## src/rtl/uart_rf_pkg.sv

```systemverilog
package uart_rf_pkg;

    typedef enum logic [1:0] {
        MODE_OP    = 2'd0,
        MODE_CFG_A = 2'd1,
        MODE_CFG_B = 2'd2
    } acc_mode_e;

    localparam logic [7:0] LCR_CFG_B_KEY = 8'hBF;
    localparam logic [2:0] MDR_OFF       = 3'd7;
    localparam logic [2:0] MDR_16X       = 3'd0;
    localparam int         EFR_ENH_BIT   = 4;
    localparam int         MCR_SUB_BIT   = 6;

    localparam int IDX_DATA = 0;
    localparam int IDX_IER  = 1;
    localparam int IDX_FCR  = 2;
    localparam int IDX_LCR  = 3;
    localparam int IDX_MCR  = 4;
    localparam int IDX_TCR  = 6;
    localparam int IDX_TLR  = 7;
    localparam int IDX_MDR  = 8;
    localparam int IDX_SCR  = 16;

    typedef struct packed {
        logic [1:0] rx_trig;
        logic [1:0] tx_trig;
        logic       en;
    } fifo_cfg_t;

    typedef struct packed {
        logic [7:0] dll;
        logic [7:0] dlm;
        logic [7:0] efr;
        logic [7:0] ier;
        logic [7:0] mcr;
        logic [7:0] tcr;
        logic [7:0] tlr;
        logic [7:0] scr;
        logic [2:0] mdr;
        fifo_cfg_t  fifo;
    } cfg_regs_t;

    function automatic acc_mode_e lcr_to_mode(input logic [7:0] v);
        if (v == LCR_CFG_B_KEY) return MODE_CFG_B;
        else if (v[7])          return MODE_CFG_A;
        else                    return MODE_OP;
    endfunction

    function automatic logic sub_bank_open(input acc_mode_e m, input cfg_regs_t r);
        return (m == MODE_CFG_A) && r.mcr[MCR_SUB_BIT] && r.efr[EFR_ENH_BIT];
    endfunction

endpackage

```

## src/rtl/uart_rf_lcr.sv

```systemverilog
module uart_rf_lcr
    import uart_rf_pkg::*;
#(
    parameter int IDX_W = 5
) (
    input  logic             clk,
    input  logic             rst,
    input  logic             wr_en,
    input  logic [IDX_W-1:0] idx,
    input  logic [7:0]       wdata,
    output logic [7:0]       lcr_q,
    output acc_mode_e        mode
);

    always_ff @(posedge clk) begin
        if (rst) begin
            lcr_q <= '0;
        end else if (wr_en && idx == IDX_W'(IDX_LCR)) begin
            lcr_q <= wdata;
        end
    end

    assign mode = lcr_to_mode(lcr_q);

endmodule

```

## src/rtl/uart_rf_cfg.sv

```systemverilog
module uart_rf_cfg
    import uart_rf_pkg::*;
#(
    parameter int IDX_W = 5
) (
    input  logic             clk,
    input  logic             rst,
    input  logic             wr_en,
    input  logic [IDX_W-1:0] idx,
    input  logic [7:0]       wdata,
    input  acc_mode_e        mode,
    output cfg_regs_t        regs,
    output logic             rx_clr,
    output logic             tx_clr,
    output logic             tx_wr
);

    cfg_regs_t regs_q;
    logic      rx_clr_q, tx_clr_q;
    logic      enh_on, sub_open, div_open;
    logic      wr_dll, wr_dlm, wr_efr, wr_fcr, wr_ier, wr_mcr;
    logic      wr_tcr, wr_tlr, wr_mdr, wr_scr;

    always_comb begin
        enh_on   = regs_q.efr[EFR_ENH_BIT];
        sub_open = sub_bank_open(mode, regs_q);
        div_open = (regs_q.mdr == MDR_OFF);
        wr_dll   = wr_en && mode == MODE_CFG_B && idx == IDX_W'(IDX_DATA) && div_open;
        wr_dlm   = wr_en && mode == MODE_CFG_B && idx == IDX_W'(IDX_IER) && div_open;
        wr_efr   = wr_en && mode == MODE_CFG_B && idx == IDX_W'(IDX_FCR);
        wr_fcr   = wr_en && mode != MODE_CFG_B && idx == IDX_W'(IDX_FCR);
        wr_ier   = wr_en && mode == MODE_OP && idx == IDX_W'(IDX_IER);
        wr_mcr   = wr_en && mode == MODE_CFG_A && idx == IDX_W'(IDX_MCR);
        wr_tcr   = wr_en && sub_open && idx == IDX_W'(IDX_TCR);
        wr_tlr   = wr_en && sub_open && idx == IDX_W'(IDX_TLR);
        wr_mdr   = wr_en && idx == IDX_W'(IDX_MDR);
        wr_scr   = wr_en && idx == IDX_W'(IDX_SCR);
        tx_wr    = wr_en && mode == MODE_OP && idx == IDX_W'(IDX_DATA);
    end

    always_ff @(posedge clk) begin
        if (rst) begin
            regs_q     <= '0;
            regs_q.mdr <= MDR_OFF;
            rx_clr_q   <= 1'b0;
            tx_clr_q   <= 1'b0;
        end else begin
            if (wr_dll) regs_q.dll <= wdata;
            if (wr_dlm) regs_q.dlm <= wdata;
            if (wr_efr) regs_q.efr <= wdata;
            if (wr_ier) regs_q.ier <= enh_on ? wdata : {regs_q.ier[7:4], wdata[3:0]};
            if (wr_mcr) regs_q.mcr <= {wdata[7],
                                       enh_on ? wdata[MCR_SUB_BIT] : regs_q.mcr[MCR_SUB_BIT],
                                       wdata[5:0]};
            if (wr_tcr) regs_q.tcr <= wdata;
            if (wr_tlr) regs_q.tlr <= wdata;
            if (wr_mdr) regs_q.mdr <= wdata[2:0];
            if (wr_scr) regs_q.scr <= wdata;
            if (wr_fcr) regs_q.fifo <= '{rx_trig: wdata[7:6], tx_trig: wdata[5:4], en: wdata[0]};
            rx_clr_q <= wr_fcr && wdata[1];
            tx_clr_q <= wr_fcr && wdata[2];
        end
    end

    assign regs   = regs_q;
    assign rx_clr = rx_clr_q;
    assign tx_clr = tx_clr_q;

endmodule

```

## src/rtl/uart_rf_rdmux.sv

```systemverilog
module uart_rf_rdmux
    import uart_rf_pkg::*;
#(
    parameter int IDX_W = 5
) (
    input  logic             rd_en,
    input  logic [IDX_W-1:0] idx,
    input  acc_mode_e        mode,
    input  cfg_regs_t        regs,
    input  logic [7:0]       lcr_q,
    input  logic [7:0]       rx_data,
    output logic [7:0]       rdata,
    output logic             rx_rd
);

    logic sub_open;

    always_comb begin
        sub_open = sub_bank_open(mode, regs);
        rdata    = '0;
        case (idx)
            IDX_W'(IDX_DATA): if (mode == MODE_OP) rdata = rx_data;
                              else if (mode == MODE_CFG_B) rdata = regs.dll;
            IDX_W'(IDX_IER):  if (mode == MODE_OP) rdata = regs.ier;
                              else if (mode == MODE_CFG_B) rdata = regs.dlm;
            IDX_W'(IDX_FCR):  if (mode == MODE_CFG_B) rdata = regs.efr;
            IDX_W'(IDX_LCR):  rdata = lcr_q;
            IDX_W'(IDX_MCR):  if (mode == MODE_CFG_A) rdata = regs.mcr;
            IDX_W'(IDX_TCR):  if (sub_open) rdata = regs.tcr;
            IDX_W'(IDX_TLR):  if (sub_open) rdata = regs.tlr;
            IDX_W'(IDX_MDR):  rdata = {5'd0, regs.mdr};
            IDX_W'(IDX_SCR):  rdata = regs.scr;
            default:          rdata = '0;
        endcase
        rx_rd = rd_en && mode == MODE_OP && idx == IDX_W'(IDX_DATA);
    end

endmodule

```

## src/rtl/uart_regbank.sv

```systemverilog
module uart_regbank
    import uart_rf_pkg::*;
#(
    parameter int ADDR_W    = 7,
    parameter int IDX_SHIFT = 2
) (
    input  logic              clk,
    input  logic              rst,
    input  logic              wr_en,
    input  logic              rd_en,
    input  logic [ADDR_W-1:0] addr,
    input  logic [7:0]        wdata,
    output logic [7:0]        rdata,
    input  logic [7:0]        rx_data,
    output logic              rx_rd,
    output logic              tx_wr,
    output logic [7:0]        tx_data,
    output logic [1:0]        acc_mode,
    output logic [15:0]       divisor,
    output logic              baud_en,
    output logic [1:0]        char_len_sel,
    output logic              stop_sel,
    output logic [2:0]        parity_sel,
    output logic              fifo_en,
    output logic [1:0]        rx_trig,
    output logic [1:0]        tx_trig,
    output logic              rx_gran1,
    output logic              rx_fifo_clr,
    output logic              tx_fifo_clr,
    output logic [7:0]        ier_q,
    output logic [7:0]        mcr_q,
    output logic [7:0]        tcr_q,
    output logic [7:0]        tlr_q
);

    localparam int IDX_W = ADDR_W - IDX_SHIFT;

    logic [IDX_W-1:0] idx;
    logic             unused_low;
    logic [7:0]       lcr_q;
    acc_mode_e        mode;
    cfg_regs_t        regs;
    logic             efr_on_w;
    logic [2:0]       mdr_w;

    assign idx        = addr[ADDR_W-1:IDX_SHIFT];
    assign unused_low = ^addr[IDX_SHIFT-1:0];

    uart_rf_lcr #(.IDX_W(IDX_W)) u_lcr (
        .clk(clk), .rst(rst), .wr_en(wr_en), .idx(idx), .wdata(wdata),
        .lcr_q(lcr_q), .mode(mode)
    );

    uart_rf_cfg #(.IDX_W(IDX_W)) u_cfg (
        .clk(clk), .rst(rst), .wr_en(wr_en), .idx(idx), .wdata(wdata),
        .mode(mode), .regs(regs), .rx_clr(rx_fifo_clr), .tx_clr(tx_fifo_clr),
        .tx_wr(tx_wr)
    );

    uart_rf_rdmux #(.IDX_W(IDX_W)) u_rd (
        .rd_en(rd_en), .idx(idx), .mode(mode), .regs(regs), .lcr_q(lcr_q),
        .rx_data(rx_data), .rdata(rdata), .rx_rd(rx_rd)
    );

    assign efr_on_w     = regs.efr[EFR_ENH_BIT];
    assign mdr_w        = regs.mdr;
    assign tx_data      = wdata;
    assign acc_mode     = mode;
    assign divisor      = {regs.dlm, regs.dll};
    assign baud_en      = (regs.mdr == MDR_16X);
    assign char_len_sel = lcr_q[1:0];
    assign stop_sel     = lcr_q[2];
    assign parity_sel   = lcr_q[5:3];
    assign fifo_en      = regs.fifo.en;
    assign rx_trig      = regs.fifo.rx_trig;
    assign tx_trig      = regs.fifo.tx_trig;
    assign rx_gran1     = regs.scr[7];
    assign ier_q        = regs.ier;
    assign mcr_q        = regs.mcr;
    assign tcr_q        = regs.tcr;
    assign tlr_q        = regs.tlr;

endmodule

```

## config.mk

```make
export PLATFORM = sky130hd
export DESIGN_NAME = uart_regbank
export DESIGN_NICKNAME = d
export VERILOG_FILES = /design/src/rtl/uart_rf_pkg.sv /design/src/rtl/uart_rf_lcr.sv /design/src/rtl/uart_rf_cfg.sv /design/src/rtl/uart_rf_rdmux.sv /design/src/rtl/uart_regbank.sv
export SDC_FILE = /design/constraint.sdc
export NUM_CORES = 1
export LEC_CHECK = 0
export ABC_AREA = 1
export BUFFER_PORTS_ARGS = -buffer_cell sky130_fd_sc_hd__buf_4
export CAP_MARGIN = 20
export CORE_ASPECT_RATIO = 0.6
export CORE_UTILIZATION = 40
export DETAILED_ROUTE_END_ITERATION = 12
export SLEW_MARGIN = 25
export SYNTH_ARGS = -nofsm -noshare
export SYNTH_HDL_FRONTEND = slang
export SYNTH_SLANG_ARGS = --single-unit
export TNS_END_PERCENT = 50
```

## constraint.sdc

```tcl
create_clock -name clk -period 1.7 [get_ports clk]
set_input_delay 0 -clock clk [delete_from_list [all_inputs] [get_ports clk]]
set_output_delay 0 -clock clk [all_outputs]
set_load 0.03 [all_outputs]
```

==> qor.txt <==
outcome: finished, violations left
failing checks: setup timing
Pwr Density: 754 nW/um^2
area of placed instances: 4900 um^2
Antenna diodes: 0
CP max FO: 7
Synth warnings: 0
worst setup path startpoint: u_lcr.lcr_q[6]
initial antenna violation count: 0
register-to-register setup slack: 80 ps
final worst path period need: 1760 ps
final setup vio count: 7
Die ar.: 11200 um^2
Worst EP required: 1700 ps
part of the cycle the worst path needs: 103%
setup TNS: -256 ps
final hold vios: 0
IO Count: 110
CP top delay family: simple AND/OR/NAND/NOR gates
cell count after synthesis: 628
Finished Layout Cells: 843
Hold Slack: 8.89 ps
DRC viols: 0
R2R Path End: u_cfg.regs[22]
NumNets Final: 730
crit path capture: rdata[0]
critical path class: reg2out
clock-pin slew on the worst setup and hold paths: 60 ps
leading area contributor after synthesis: dfxtp_1
buffers and inverters on the worst path: 3
DRT antenna net count: 0
via count: 4364
final count of pins violating max slew: 0
Final Power: 4.18 mW
Hold Crit Class: in2reg
CP max stage cell: dfxtp_2
DP Wirelength: 10100 um
R2R cell count: 11
Cell Area, Synth: 4310 um^2
placed cells: 808
maximum vdd ir drop: 525 uV
leakage power: 2.45 nW
Yosys cell types: 28
Max Clk Rate: 570 MHz
total congestion overflow: 0
skew final: 7.28 ps
Setup WS post-layout: -55.9 ps
clk sinks: 82
largest net degree at the start of global routing: 74
Worst path max stage delay: 340 ps
Clk Latency, worst-skew pair: 340 ps
Syn Area/Cell: 6.86 um^2
RSZ-0062 raised after global routing: true
Arr. time, crit path: 1760 ps
critical path capture point type: output pin
worst r2r src: u_lcr.lcr_q[6]
TritonCTS clock tree: built
Worst Tran Pin Value: 354 ps
area delta synth->final: 28.7%
share of cells above drive strength 1: 30.5%
Startpoint Class: flip-flop
root cell of the clock tree: clkbuf_16
port bufs: 107
WL final: 13900 um
Iter 0 DRT Violations: 430
register area share after synthesis: 38.1%
Die Wd: 136 um
First-pass DRT Iterations: 7
die span in y: 82.4 um
row count: 28
Mapped Nets: 655
top cell type's share of synthesized area: 38.1%
worst path cell trace: inv_2, nand2_2, nor2_4, nand2_4, buf_12, nand4_4, a21oi_1, nor2_1, nand2_1, buf_6
WP depth: 10
dominant cells by area after synthesis: dfxtp_1, buf_4, nand2_1, nor2_1, o21ai_0
CORE AREA: 10200 um^2
global-route wire length before repair: 21000 um
maxcap violations: 0
Starting Density: 42.4%
routed vias/inst: 5.18
Clock Path Buffers: 2
vias in the first global route: 3961
Total Routing Usage GR: 25.4%
number of H-tree levels: 3
fillers: 988
WL/cell: 16.5 um
CTS buffer count: 9
flops & latches, synth: 82
Design Area, Final: 5550 um^2
Slew headroom: 76.3%
Placer Congestion: 0.858
==> worst reg2reg max path, cell delays in order (launching register included) <==
cell and delay, ps:
dfxtp_2 340, inv_2 50, nand2_2 70, nor2_4 40, nand2_4 130, buf_12 130, nand4_4 160, buf_4 210
nor3_2 90, buf_4 190, nor2_1 60, nor2_1 100
==> state kept, by name, indices dropped and copies added (netlist names) <==
| signal | flops |
|---|---|
| u_cfg.regs | 72 |
| u_cfg.rx_clr | 1 |
| u_cfg.tx_clr | 1 |
| u_lcr.lcr_q | 8 |
==> synth_stat cells, drive strengths merged <==
cell type / number
a21oi: 53
a22o: 5
and3: 1
buf: 77
clkbuf: 10
clkinv: 2
dfxtp: 82
inv: 40
nand2: 116
nand3: 43
nand3b: 2
nand4: 2
nor2: 113
nor3: 8
o211ai: 3
o21a: 5
o21ai: 66
==> report_power, final <==
part	total (mW)	leakage [nW]	switching, mW	internal (mW)
sequential	1.94	0.665	0.00574	1.93
clock	1.92	0.142	0.791	1.13
combinational	0.329	1.64	0.215	0.115
total	4.18	2.45	1.01	3.17
==> layer usage <==
layer	global-route usage (%)	wire [um]	vias to the layer above
li1	-	-	2127
met1	35.4	6660	2031
met2	38.8	5800	188
met3	6.11	1220	18
met4	7.56	204	0
met5	0	0	-
==> worst min path at each step <==
stage,start,to,slack [ps],cells past startpoint
finish,wdata[5],u_cfg.regs[45],9,3
global route,wdata[4],u_cfg.regs[44],10,3
CTS,wdata[5],u_cfg.regs[45],1,3
detailed placement,rst,u_cfg.regs[44],280,2
global placement,rst,u_cfg.regs[47],270,2
floorplan,wdata[0],u_cfg.regs[5],130,2
==> cell usage in the layout (no fill, tap or decap), types with 5 or more instances in the layout <==
| cell | synthesis | routed |
|---|---|---|
| dfxtp_1 | 82 | 74 |
| o21ai_0 | 64 | 64 |
| nor2_2 | 7 | 7 |
| nand3_1 | 42 | 37 |
| clkbuf_16 | 0 | 9 |
| a21oi_1 | 53 | 50 |
| nor2_4 | 0 | 5 |
| dlygate4sd3_1 | 0 | 5 |
| inv_1 | 38 | 34 |
| nand2_1 | 112 | 104 |
| a22o_1 | 5 | 5 |
| o21a_1 | 5 | 5 |
| nand2_2 | 3 | 9 |
| dfxtp_2 | 0 | 8 |
| buf_4 | 66 | 131 |
| buf_6 | 0 | 13 |
| nor2_1 | 106 | 101 |
==> metrics by stage <==
stage                     setup WS, ps  util (%)
after global routing              -166      54.6
after floorplan                   61.8         -
after detailed placement          3.48      48.2
final                            -55.9      54.6
after CTS                        -55.7      53.4
after global placement             119      48.2
==> layout make-up <==
cell class	instances	area [um^2]	area share [%]
flip-flops and latches	82	1650	29.8
inverters	42	168	3.02
clock buffers	10	229	4.13
well taps	135	169	3.05
multi-input cells	417	2050	37.0
clock inverters	6	57.6	1.04
repair buffers	151	1220	22.0
==> cells by family after synthesis <==
group	count (synthesis)	share of synthesized area [%]
DFF	82	38.1
AOI/OAI and AO/OA	132	16.2
and+or+nand+nor	285	28.4
buffers and inverters	129	17.3
==> repair_timing <==
action | 4_1_cts | 5_1_grt
gates resized for setup | 39 | 23
hold buffers | 5 | 0
hold endpoints to repair | 13 | 0
setup endpoints to repair | 11 | 24
setup buffers | 9 | 6
pin swaps | 22 | 14
Power figures use the tool's default switching activity.
